[src/rtl/dpot_pkg.sv]
package dpot_pkg;
  typedef enum logic [2:0] {
    OP_RD_DR  = 3'd0,
    OP_WR_DR  = 3'd1,
    OP_RD_WCR = 3'd2,
    OP_WR_WCR = 3'd3,
    OP_LOAD   = 3'd4,
    OP_STORE  = 3'd5,
    OP_UP     = 3'd6,
    OP_DN     = 3'd7
  } dpot_op_e;

  typedef struct packed {
    logic wr_dr;
    logic wr_wcr;
    logic load;
    logic store;
    logic up;
    logic dn;
  } dpot_ctl_t;
endpackage

[src/rtl/dpot_cmd_decode.sv]
module dpot_cmd_decode
  import dpot_pkg::*;
#(
  parameter int NUM_CH = 4,
  localparam int CH_W = $clog2(NUM_CH)
) (
  input  logic              accept,
  input  logic              wp_n,
  input  logic [2:0]        op,
  input  logic [CH_W-1:0]   ch,
  output dpot_ctl_t         ctl,
  output logic [NUM_CH-1:0] ch_hit,
  output logic              rd_req,
  output logic              rd_is_wcr,
  output logic              blocked
);
  dpot_op_e op_e;
  assign op_e = dpot_op_e'(op);

  always_comb begin
    ctl       = '0;
    rd_req    = 1'b0;
    rd_is_wcr = 1'b0;
    blocked   = 1'b0;
    if (accept) begin
      unique case (op_e)
        OP_RD_DR:  rd_req = 1'b1;
        OP_RD_WCR: begin rd_req = 1'b1; rd_is_wcr = 1'b1; end
        OP_WR_DR:  if (wp_n) ctl.wr_dr = 1'b1; else blocked = 1'b1;
        OP_STORE:  if (wp_n) ctl.store = 1'b1; else blocked = 1'b1;
        OP_WR_WCR: ctl.wr_wcr = 1'b1;
        OP_LOAD:   ctl.load   = 1'b1;
        OP_UP:     ctl.up     = 1'b1;
        OP_DN:     ctl.dn     = 1'b1;
        default:   ;
      endcase
    end
  end

  for (genvar i = 0; i < NUM_CH; i++) begin : g_hit
    assign ch_hit[i] = (ch == CH_W'(i));
  end
endmodule

[src/rtl/dpot_channel.sv]
module dpot_channel
  import dpot_pkg::*;
#(
  parameter int NUM_DR = 4,
  parameter int W = 8,
  parameter int unsigned RST_VAL = 'h80,
  localparam int DR_W = $clog2(NUM_DR)
) (
  input  logic                clk,
  input  logic                rst_n,
  input  logic                sel,
  input  dpot_ctl_t           ctl,
  input  logic [DR_W-1:0]     dr_idx,
  input  logic [W-1:0]        din,
  output logic [NUM_DR*W-1:0] dr_q,
  output logic [W-1:0]        wcr_q
);
  localparam logic [W-1:0] INIT = W'(RST_VAL);
  localparam logic [W-1:0] TOP  = '1;

  logic [W-1:0] dr [NUM_DR];
  logic [W-1:0] wcr;

  always_ff @(posedge clk) begin
    if (!rst_n) begin
      for (int k = 0; k < NUM_DR; k++) dr[k] <= INIT;
      wcr <= INIT;  // wiper follows preset 0's reset value
    end else if (sel) begin
      if (ctl.wr_dr) dr[dr_idx] <= din;
      if (ctl.store) dr[dr_idx] <= wcr;
      if (ctl.wr_wcr) wcr <= din;
      if (ctl.load) wcr <= dr[dr_idx];
      if (ctl.up && wcr != TOP) wcr <= wcr + 1'b1;
      if (ctl.dn && wcr != '0) wcr <= wcr - 1'b1;
    end
  end

  for (genvar r = 0; r < NUM_DR; r++) begin : g_out
    assign dr_q[r*W +: W] = dr[r];
  end
  assign wcr_q = wcr;
endmodule

[src/rtl/dpot_regbank.sv]
module dpot_regbank
  import dpot_pkg::*;
#(
  parameter int NUM_CH = 4,
  parameter int NUM_DR = 4,
  parameter int W = 8,
  parameter int unsigned RST_VAL = 'h80,
  localparam int CH_W = $clog2(NUM_CH),
  localparam int DR_W = $clog2(NUM_DR)
) (
  input  logic                       clk,
  input  logic                       rst_n,
  input  logic                       wp_n,
  input  logic                       cmd_valid,
  output logic                       cmd_ready,
  input  logic [CH_W-1:0]            cmd_ch,
  input  logic [DR_W-1:0]            cmd_dr,
  input  logic [2:0]                 cmd_op,
  input  logic [W-1:0]               cmd_data,
  output logic                       rsp_valid,
  input  logic                       rsp_ready,
  output logic [W-1:0]               rsp_data,
  output logic                       wp_err,
  output logic [NUM_CH*W-1:0]        wiper_pos,
  output logic [NUM_CH*NUM_DR*W-1:0] dr_flat
);
  logic              accept, rd_req, rd_is_wcr, blocked;
  logic [NUM_CH-1:0] ch_hit;
  dpot_ctl_t         ctl;
  logic [W-1:0]      rd_val;

  assign cmd_ready = !rsp_valid || rsp_ready;
  assign accept    = cmd_valid && cmd_ready;

  dpot_cmd_decode #(.NUM_CH(NUM_CH)) u_dec (
    .accept    (accept),
    .wp_n      (wp_n),
    .op        (cmd_op),
    .ch        (cmd_ch),
    .ctl       (ctl),
    .ch_hit    (ch_hit),
    .rd_req    (rd_req),
    .rd_is_wcr (rd_is_wcr),
    .blocked   (blocked)
  );

  for (genvar c = 0; c < NUM_CH; c++) begin : g_ch
    dpot_channel #(.NUM_DR(NUM_DR), .W(W), .RST_VAL(RST_VAL)) u_ch (
      .clk    (clk),
      .rst_n  (rst_n),
      .sel    (ch_hit[c]),
      .ctl    (ctl),
      .dr_idx (cmd_dr),
      .din    (cmd_data),
      .dr_q   (dr_flat[c*NUM_DR*W +: NUM_DR*W]),
      .wcr_q  (wiper_pos[c*W +: W])
    );
  end

  always_comb begin
    if (rd_is_wcr) rd_val = wiper_pos[int'(cmd_ch)*W +: W];
    else           rd_val = dr_flat[(int'(cmd_ch)*NUM_DR + int'(cmd_dr))*W +: W];
  end

  always_ff @(posedge clk) begin
    if (!rst_n) begin
      rsp_valid <= 1'b0;
      rsp_data  <= '0;
      wp_err    <= 1'b0;
    end else begin
      wp_err <= blocked;
      if (rd_req) begin
        rsp_valid <= 1'b1;
        rsp_data  <= rd_val;
      end else if (rsp_ready) begin
        rsp_valid <= 1'b0;
      end
    end
  end
endmodule

[config.mk]
export PLATFORM = sky130hd
export DESIGN_NAME = dpot_regbank
export DESIGN_NICKNAME = d
export VERILOG_FILES = /design/src/rtl/dpot_pkg.sv /design/src/rtl/dpot_cmd_decode.sv /design/src/rtl/dpot_channel.sv /design/src/rtl/dpot_regbank.sv
export SDC_FILE = /design/constraint.sdc
export NUM_CORES = 1
export LEC_CHECK = 0
export ABC_CLOCK_PERIOD_IN_PS = 3300
export BUFFER_PORTS_ARGS = -buffer_cell sky130_fd_sc_hd__buf_2
export CAP_MARGIN = 40
export CELL_PAD_IN_SITES_DETAIL_PLACEMENT = 1
export CELL_PAD_IN_SITES_GLOBAL_PLACEMENT = 1
export CORE_MARGIN = 2
export CORE_UTILIZATION = 35
export DETAILED_ROUTE_END_ITERATION = 8
export PLACE_DENSITY = 0.79
export SYNTH_ARGS = -nofsm -noshare
export SYNTH_HDL_FRONTEND = slang
export SYNTH_SLANG_ARGS = --single-unit
[constraint.sdc]
create_clock -name clk -period 3.3 [get_ports clk]
set_input_delay 0 -clock clk [delete_from_list [all_inputs] [get_ports clk]]
set_output_delay 0 -clock clk [all_outputs]
set_load 0.005 [all_outputs]
==> results of run 1 <==
[metrics by stage]
stage | worst slack [ns] | total power [mW]
2_1_floorplan | 0.606 | 2.84
6_report | 0.511 | 5.34
3_3_place_gp | 0.696 | 3.12
4_1_cts | 0.550 | 5.33
5_1_grt | 0.282 | 5.47
3_5_place_dp | 0.554 | 3.14
[sequential cells by signal (all words and copies together) (netlist names)]
signal / cells
g_ch.u_ch.dr: 128
g_ch.u_ch.wcr_q: 32
rsp_data: 8
rsp_valid: 1
wp_err: 1
[layer usage]
metal  wire [um]  track usage [%]
met5           0                0
met4        1460             10.6
met1       16000             36.1
met2       19500             45.0
met3        3950             7.00
[area by class of cell]
class,instances,share of cell area [%]
well taps,378,3.97
multi-input cells,680,39.7
clock buffers,17,3.57
clock inverters,15,1.85
inverters,27,0.850
repair buffers,231,10.7
flip-flops and latches,170,39.3
[synthesized netlist by cell type, types with 16 or more instances]
cell type  instances  share of area [%]
nand2_1          120                4.5
nor3_1            16               0.81
a21oi_1           54                2.7
inv_1             26               0.99
o21ai_0           38                1.9
nand3_1           45                2.3
nor2_1           129                4.9
clkbuf_1          48                1.8
mux4_2            47                 11
mux2i_1           17                1.7
edfxtp_1         128                 39
a31oi_1           16                1.0
buf_2             19               0.96
dfxtp_1           42                8.5
[where the power goes]
part / switching [mW] / leakage (nW) / internal, mW / total, mW
Sequential: 0.0769 / 1.62 / 2.36 / 2.44
Clock: 1.11 / 0.310 / 1.12 / 2.22
Combinational: 0.428 / 2.75 / 0.252 / 0.679
[how the worst min path moves through the flow]
| stage | startpoint | endpoint | depth (start not counted) |
|---|---|---|---|
| 6_report | cmd_data[7] | g_ch[2].u_ch.dr[3][7] | 3 |
| 5_1_grt | cmd_data[7] | g_ch[2].u_ch.dr[3][7] | 3 |
| 4_1_cts | cmd_data[7] | g_ch[2].u_ch.dr[3][7] | 3 |
| 3_5_place_dp | wp_n | wp_err | 2 |
| 3_3_place_gp | wp_n | wp_err | 2 |
| 2_1_floorplan | wp_n | wp_err | 1 |
[worst register-to-register path: stages, from the launching register on]
cell and delay, ns:
dfxtp_1 0.49, ha_1 0.35, and3_1 0.25, a31o_2 0.38, a31oi_1 0.67, nand2_1 0.23
o32ai_1 0.33
[what timing repair did]
action / 4_1_cts / 5_1_grt
hold buffers: 3 / 0
gates resized for setup: 0 / 0
endpoints found under the hold margin: 2 / 0
[kinds of logic after synthesis]
group,Yosys count,synth area share (%)
AO/OA/AOI/OAI,197,13.6
adder cells (fa/ha/maj),12,1.52
multiplexers,67,12.9
AND/OR/NAND/NOR,388,18.4
buffers and inverters,106,4.90
XOR/XNOR,16,1.41
flip-flops,170,47.3
==> flow_summary.json, run 1 <==
{
  "status": "complete, no violations",
  "syn-cell-area_um2": 9900,
  "antenna_cells": 0,
  "crit_type": "reg2reg",
  "synth_top_flop_cell": "edfxtp_1",
  "worstSetupStartpointType": "flip-flop",
  "ys_types": 82,
  "fin_hold_ws_ns": 0.0623,
  "drive_gt1_share_pct": 29.5,
  "wl_per_cell_um": 27.0,
  "yosysWarningCount": 0,
  "timing.fmax_ghz": 0.359,
  "fill_cells": 3146,
  "worst_slew_pin_slew_ns": 0.833,
  "vias": 9255,
  "pwr_density_cell_nw_per_um2": 448,
  "crit_required_ns": 3.66,
  "clock_path_buffers": 2,
  "relSlewSlack_pct": 44.5,
  "gp_congestion": 1.01,
  "synth_edf_count": 128,
  "p_leak_nw": 4.68,
  "clock-sinks": 170,
  "postPlaceCellArea_um2": 11200,
  "cp-end-kind": "flip-flop",
  "multi_input_area_um2": 4730,
  "reg2reg_slack_ns": 0.51,
  "ios": 191,
  "synth_nets": 988,
  "r2r_end": "g_ch[2].u_ch.wcr_q[5]",
  "async_reset_ff_share_pct": 0,
  "routed_wl_um": 40900,
  "final_util_pct": 42.8,
  "fin_skew_ns": 0.0171,
  "rsz0062_at_grt": "no",
  "crit_path_top_delay_cell": "a31oi_1",
  "synth-seq-cells": 170,
  "htreeDepth": 4,
  "die_h_um": 172,
  "dp_hpwl_um": 30600,
  "setup_viol": 0,
  "num_rows": 61,
  "critPathBufInv": 0,
  "fin_area_um2": 11900,
  "overflow": 0,
  "drt-initial-drc-count": 940,
  "critical_path_arrival_ns": 3.15,
  "fin_crit_ns": 2.79,
  "irDropWorstVdd_v": 0.000264,
  "hp-class": "in2reg",
  "cts_root_buf": "clkbuf_16",
  "initial_core_util_pct": 35.6,
  "place_inst": 1483,
  "clk_pin_slew_ns": 0.08,
  "cp_max_fo": 14,
  "insertion_delay_ns": 0.46,
  "final_cell_mix": "buf_2 (190), nor2_1 (129), edfxtp_1 (128)",
  "cp.depth": 6,
  "netlist_instances": 956,
  "max_stage_delay_ns": 0.67,
  "r2r_start": "g_ch[2].u_ch.wcr_q[1]",
  "io_buffers": 190,
  "avgSynthCellArea_um2": 10.4,
  "postRouteAntennaNets": 0,
  "hold_viol": 0,
  "numCtsBuffers": 17,
  "finalNetCount": 1159,
  "crit_path_end": "g_ch[2].u_ch.wcr_q[5]",
  "firstDrtPassIters": 5,
  "critical_path.top_delay_family": "compound AO/OA/AOI/OAI gates",
  "avgViaCountPerCell": 6.10,
  "die-area_um2": 29700,
  "crit_chain": "ha_1, and3_1, a31o_2, a31oi_1, nand2_1, o32ai_1",
  "drv_slew": 0,
  "drc_errors": 0,
  "period_share_pct": 84.5,
  "core_um2": 27900,
  "antenna_found_initial": 0,
  "reg2reg_depth": 6,
  "seq_area_frac_synth_pct": 47.3,
  "cts_setup_buffers": 0,
  "crit_start": "g_ch[2].u_ch.wcr_q[1]",
  "grt_pass1_wl_um": 60200,
  "grtUsageTotal_pct": 27.9,
  "seqCellArea_um2": 4680,
  "finalNonFillerCells": 1518,
  "chipWidth_um": 172,
  "grt_pass1_vias": 9158,
  "fin_tns_setup_ns": 0,
  "areaGrowthSynthToFinish_pct": 20.3,
  "tritoncts": "built",
  "cap_violations": 0,
  "layout.cells.most_common": "buf_2",
  "grt_max_degree": 66
}
Note: power is estimated with default switching activity, not from simulation.
==> inputs of run 2 (changes only) <==
Settings changed: ABC_AREA from default to 1, ABC_CLOCK_PERIOD_IN_PS 3300 to 2250, PLACE_DENSITY 0.79 to 0.86.
Clock period 3.3 ns to 2.25 ns, I/O delays scaled along.
==> flow_summary.json, run 2 <==
{
  "status": "complete, no violations",
  "gp_congestion": 0.945,
  "clk_pin_slew_ns": 0.07,
  "vias": 10900,
  "grt_pass1_wl_um": 64800,
  "ios": 191,
  "largest-register": "g_ch.u_ch.dr",
  "postRouteAntennaNets": 0,
  "avgSynthCellArea_um2": 7.54,
  "numCtsBuffers": 17,
  "antenna_cells": 0,
  "synth_top_area_share_pct": 37.9,
  "p_leak_nw": 5.73,
  "fin_tns_setup_ns": 0,
  "synth_area_leader_cell": "edfxtp_1",
  "areaGrowthSynthToFinish_pct": 22.2,
  "synth_top_cells_by_count": "nand2_1 (402), nor2_1 (203), nand3_1 (162)",
  "synthTopCellsByArea": "edfxtp_1 (38%), nand2_1 (15%), dfxtp_1 (8.3%)",
  "rsz0062_at_grt": "no",
  "insertion_delay_ns": 0.45,
  "htreeDepth": 4,
  "antenna_found_initial": 0,
  "async_reset_ff_share_pct": 0,
  "netlist_instances": 1346,
  "drv_slew": 0,
  "core_um2": 28600,
  "worstSetupStartpointType": "flip-flop",
  "cap_violations": 0,
  "ys_types": 43,
  "hold_viol": 0,
  "grt_pass1_vias": 10900,
  "firstDrtPassIters": 5,
  "clock_path_buffers": 2,
  "critical_path_arrival_ns": 2.42,
  "crit_type": "reg2reg",
  "period_share_pct": 92.7,
  "yosysWarningCount": 0,
  "crit_required_ns": 2.58,
  "dp_hpwl_um": 33400,
  "drc_errors": 0,
  "postPlaceCellArea_um2": 11800,
  "die_h_um": 174,
  "syn-cell-area_um2": 10100,
  "fin_ws_ns": 0.163,
  "io_buffers": 190,
  "grt_max_degree": 60,
  "irDropWorstVdd_v": 0.000335,
  "fin_area_um2": 12400,
  "drt-initial-drc-count": 1190,
  "cp_max_fo": 9,
  "fin_skew_ns": 0.0120,
  "tritoncts": "built",
  "fin_crit_ns": 2.09,
  "wl_per_cell_um": 22.0,
  "cts_root_buf": "clkbuf_16",
  "synth_nets": 1378,
  "relSlewSlack_pct": 47.5,
  "die-area_um2": 30400,
  "synth_top_flop_cell": "edfxtp_1",
  "place_ws_ns": 0.0871,
  "synth_most_common_cell": "nand2_1",
  "grtUsageTotal_pct": 28.1,
  "largest_reg_flops": 128,
  "layout.cells.most_common": "nand2_1",
  "hp-class": "in2reg",
  "clock-sinks": 170,
  "cp-end-kind": "flip-flop",
  "initial_core_util_pct": 35.5,
  "routed_wl_um": 43000,
  "setup_viol": 0,
  "timing.fmax_ghz": 0.479,
  "drive_gt1_share_pct": 22.0,
  "final_cell_mix": "nand2_1 (401), nor2_1 (203), buf_2 (191)",
  "chipWidth_um": 174,
  "synth-seq-cells": 170,
  "avgViaCountPerCell": 5.54,
  "worst_slew_pin_slew_ns": 0.780,
  "pwr_density_cell_nw_per_um2": 620,
  "overflow": 0,
  "finalNetCount": 1594,
  "seq_area_frac_synth_pct": 46.2,
  "synth_edf_count": 128,
  "num_rows": 62
}
==> run 2: path summary, 6_finish.rpt <==
path,slack [ns],startpoint,endpoint,cells after the start
setup / recovery,0.16,g_ch[1].u_ch.wcr_q[0],g_ch[1].u_ch.wcr_q[3],12
hold / removal,0.06,rst_n,g_ch[3].u_ch.wcr_q[4],4
setup reg to reg,0.16,g_ch[1].u_ch.wcr_q[0],g_ch[1].u_ch.wcr_q[3],12
hold reg to reg,0.54,rsp_data[7],rsp_data[7],2
==> run 2: worst max-delay path, stage by stage, from the launching register on <==
cell and delay, ns:
dfxtp_1 0.53, inv_1 0.16, ha_1 0.23, inv_1 0.06, nor2_1 0.04, nand2_1 0.07, nand2_2 0.12, nand3_1 0.13
nand2_2 0.16, inv_2 0.17, nand2_1 0.08, nor2_1 0.16, nor2_1 0.06
==> run 2: logic make-up after synthesis <==
family | count (synthesis) | share of synthesized area, %
AO/OA/AOI/OAI | 163 | 9.25
XOR/XNOR | 26 | 2.24
buffers and inverters | 146 | 6.04
AND/OR/NAND/NOR | 829 | 34.8
flip-flops | 170 | 46.2
adder cells (fa/ha/maj) | 12 | 1.48
==> run 2: power breakdown <==
group          internal (mW)  total, mW  switching, mW  leakage, nW
clock network           1.48       2.96           1.48        0.286
logic                  0.359       1.14          0.786         3.81
registers               3.47       3.59          0.125         1.63
==> run 2: layer usage <==
layer / share of wire (%) / global-route usage, %
met1: 39 / 35.1
met2: 48 / 47.6
met3: 8.0 / 4.24
met4: 4.5 / 13.2
met5: 0 / 0
==> run 2: cell type report <==
cell class / instances / area [um2]
fillers: 3611 / 16200
multi-input cells: 1030 / 4850
flip-flops and latches: 170 / 4690
repair buffers: 254 / 1460
well taps: 384 / 480
clock buffers: 17 / 425
inverters: 89 / 334
clock inverters: 15 / 158
==> run 2: repair_timing <==
| item | CTS | global route |
|---|---|---|
| resized for setup | 0 | 6 |
| setup endpoints to repair | 0 | 13 |
| endpoints found under the hold margin | 2 | 0 |
| hold buffers | 3 | 0 |
| setup buffers | 0 | 0 |
==> run 2: stage by stage <==
step | std cells | hold WS (ns) | power (mW) | util (%)
after floorplan | 1346 | 0.0771 | 4.24 | -
after global placement | 1923 | 0.282 | 4.73 | 41.1
after detailed placement | 1924 | 0.283 | 4.77 | 41.2
after CTS | 1959 | 0.0526 | 7.69 | 43.3
after global routing | 1959 | 0.0691 | 7.93 | 43.3
final | 1959 | 0.0610 | 7.69 | 43.3
==> inputs of run 3 (changes only) <==
Settings changed: ABC_AREA 1 to default, CTS_CLUSTER_SIZE from default to 16, PLACE_DENSITY 0.86 to 0.82.
==> flow_summary.json, run 3 (synthesis results as in run 1) <==
{
  "status": "complete, no violations",
  "crit_required_ns": 2.36,
  "relSlewSlack_pct": 43.8,
  "largest-register": "g_ch.u_ch.dr",
  "ios": 191,
  "worst_slew_pin_slew_ns": 0.842,
  "htreeDepth": 4,
  "die_h_um": 172,
  "p_leak_nw": 5.05,
  "gp_congestion": 0.987,
  "tritoncts": "built",
  "grt_max_degree": 66,
  "firstDrtPassIters": 5,
  "crit_type": "reg2reg",
  "fin_skew_ns": 0.0193,
  "clock-sinks": 170,
  "drt-initial-drc-count": 1174,
  "final_cell_mix": "buf_2 (190), nor2_1 (129), edfxtp_1 (128)",
  "drv_slew": 0,
  "core_um2": 27900,
  "die-area_um2": 29700,
  "grt_pass1_wl_um": 62000,
  "worstSetupStartpointType": "flip-flop",
  "overflow": 0,
  "antenna_found_initial": 2,
  "insertion_delay_ns": 0.46,
  "vias": 9557,
  "avgViaCountPerCell": 6.01,
  "drive_gt1_share_pct": 35.2,
  "clk_pin_slew_ns": 0.07,
  "numCtsBuffers": 17,
  "finalNetCount": 1230,
  "pwr_density_cell_nw_per_um2": 624,
  "hold_viol": 0,
  "initial_core_util_pct": 35.6,
  "period_share_pct": 97.4,
  "postRouteAntennaNets": 0,
  "cap_violations": 0,
  "grt_pass1_vias": 9662,
  "cp_max_fo": 8,
  "setup_viol": 0,
  "routed_wl_um": 42500,
  "areaGrowthSynthToFinish_pct": 26.8,
  "timing.fmax_ghz": 0.456,
  "largest_reg_flops": 128,
  "irDropWorstVdd_v": 0.000528,
  "dp_hpwl_um": 32400,
  "io_buffers": 190,
  "wl_per_cell_um": 26.7,
  "rsz0062_at_grt": "no",
  "hp-class": "in2reg",
  "cts_root_buf": "clkbuf_16",
  "critical_path_arrival_ns": 2.30,
  "cp-end-kind": "flip-flop",
  "clock_path_buffers": 2,
  "place_ws_ns": 0.00490,
  "fin_tns_setup_ns": 0,
  "grtUsageTotal_pct": 28.7,
  "num_rows": 61,
  "chipWidth_um": 172,
  "drc_errors": 0,
  "layout.cells.most_common": "buf_2",
  "fin_ws_ns": 0.0593,
  "fill_cells": 3164,
  "fin_crit_ns": 2.19
}
[run 3: cell types whose count changed in the layout (fill, tap and decap cells not counted), moves of 48 or more]
cell	previous run	this run
o21ai_0	83	34
nand3_1	162	45
inv_1	79	26
nand2_1	401	110
nor2_1	203	129
buf_4	58	106
[run 3: path summary, 6_finish.rpt]
kind / startpoint / endpoint / slack, ns / cells past startpoint
max: rsp_valid / g_ch[2].u_ch.dr[3][5] / 0.06 / 4
min: rsp_ready / rsp_valid / 0.02 / 3
max reg2reg: rsp_valid / g_ch[2].u_ch.dr[3][5] / 0.06 / 4
min reg2reg: rsp_data[7] / rsp_data[7] / 0.54 / 2
[run 3: routing by layer]
layer / up-vias / share of wire (%) / GRT usage, %
met1: 4769 / 37 / 36.1
met4: 2 / 4.0 / 11.8
met2: 614 / 47 / 45.9
li1: 4045 / - / -
met5: - / 0.028 / 0
met3: 127 / 12 / 9.09
[run 3: repair_timing]
| item | 4_1_cts | 5_1_grt |
|---|---|---|
| hold endpoints to repair | 1 | 0 |
| hold buffers | 2 | 0 |
| buffers inserted | 0 | 1 |
| gates resized for setup | 4 | 14 |
| endpoints found under the setup margin | 20 | 72 |
| pin swaps | 0 | 1 |
[run 3: report_power, final]
group / leakage (nW) / internal (mW) / switching, mW / total [mW]
Combinational: 3.13 / 0.419 / 0.703 / 1.12
Clock: 0.299 / 1.61 / 1.57 / 3.18
Sequential: 1.62 / 3.46 / 0.0825 / 3.54
Total: 5.05 / 5.49 / 2.35 / 7.85
[run 3: through the flow]
step | cells | total power [mW] | hold slack, ns | instance area, um2 | utilization (%)
2_1_floorplan | 956 | 4.17 | 0.0758 | 9940 | -
3_3_place_gp | 1554 | 4.65 | 0.193 | 11800 | 42.5
3_5_place_dp | 1554 | 4.68 | 0.197 | 11800 | 42.5
4_1_cts | 1588 | 7.80 | 0.0111 | 12500 | 44.8
5_1_grt | 1589 | 8.02 | 0.0133 | 12600 | 45.1
6_report | 1590 | 7.85 | 0.0232 | 12600 | 45.1
[run 3: cell type report]
| class | count | area (um2) | area share, % |
|---|---|---|---|
| tap | 378 | 473 | 3.76 |
| timing repair buffer | 302 | 1850 | 14.7 |
| multi-input combinational | 680 | 4840 | 38.5 |
| inverter | 27 | 101 | 0.807 |
| sequential | 170 | 4680 | 37.3 |
| clock inverter | 15 | 194 | 1.54 |
| clock buffer | 17 | 425 | 3.39 |
| antenna | 1 | 2.50 | 0.0199 |
[run 3: critical path, cell delays in order (launching register included)]
cell and delay [ns]:
dfxtp_1 0.31, nor2b_4 0.17, or4b_4 0.63, or2_2 0.37
o21ai_4 0.36
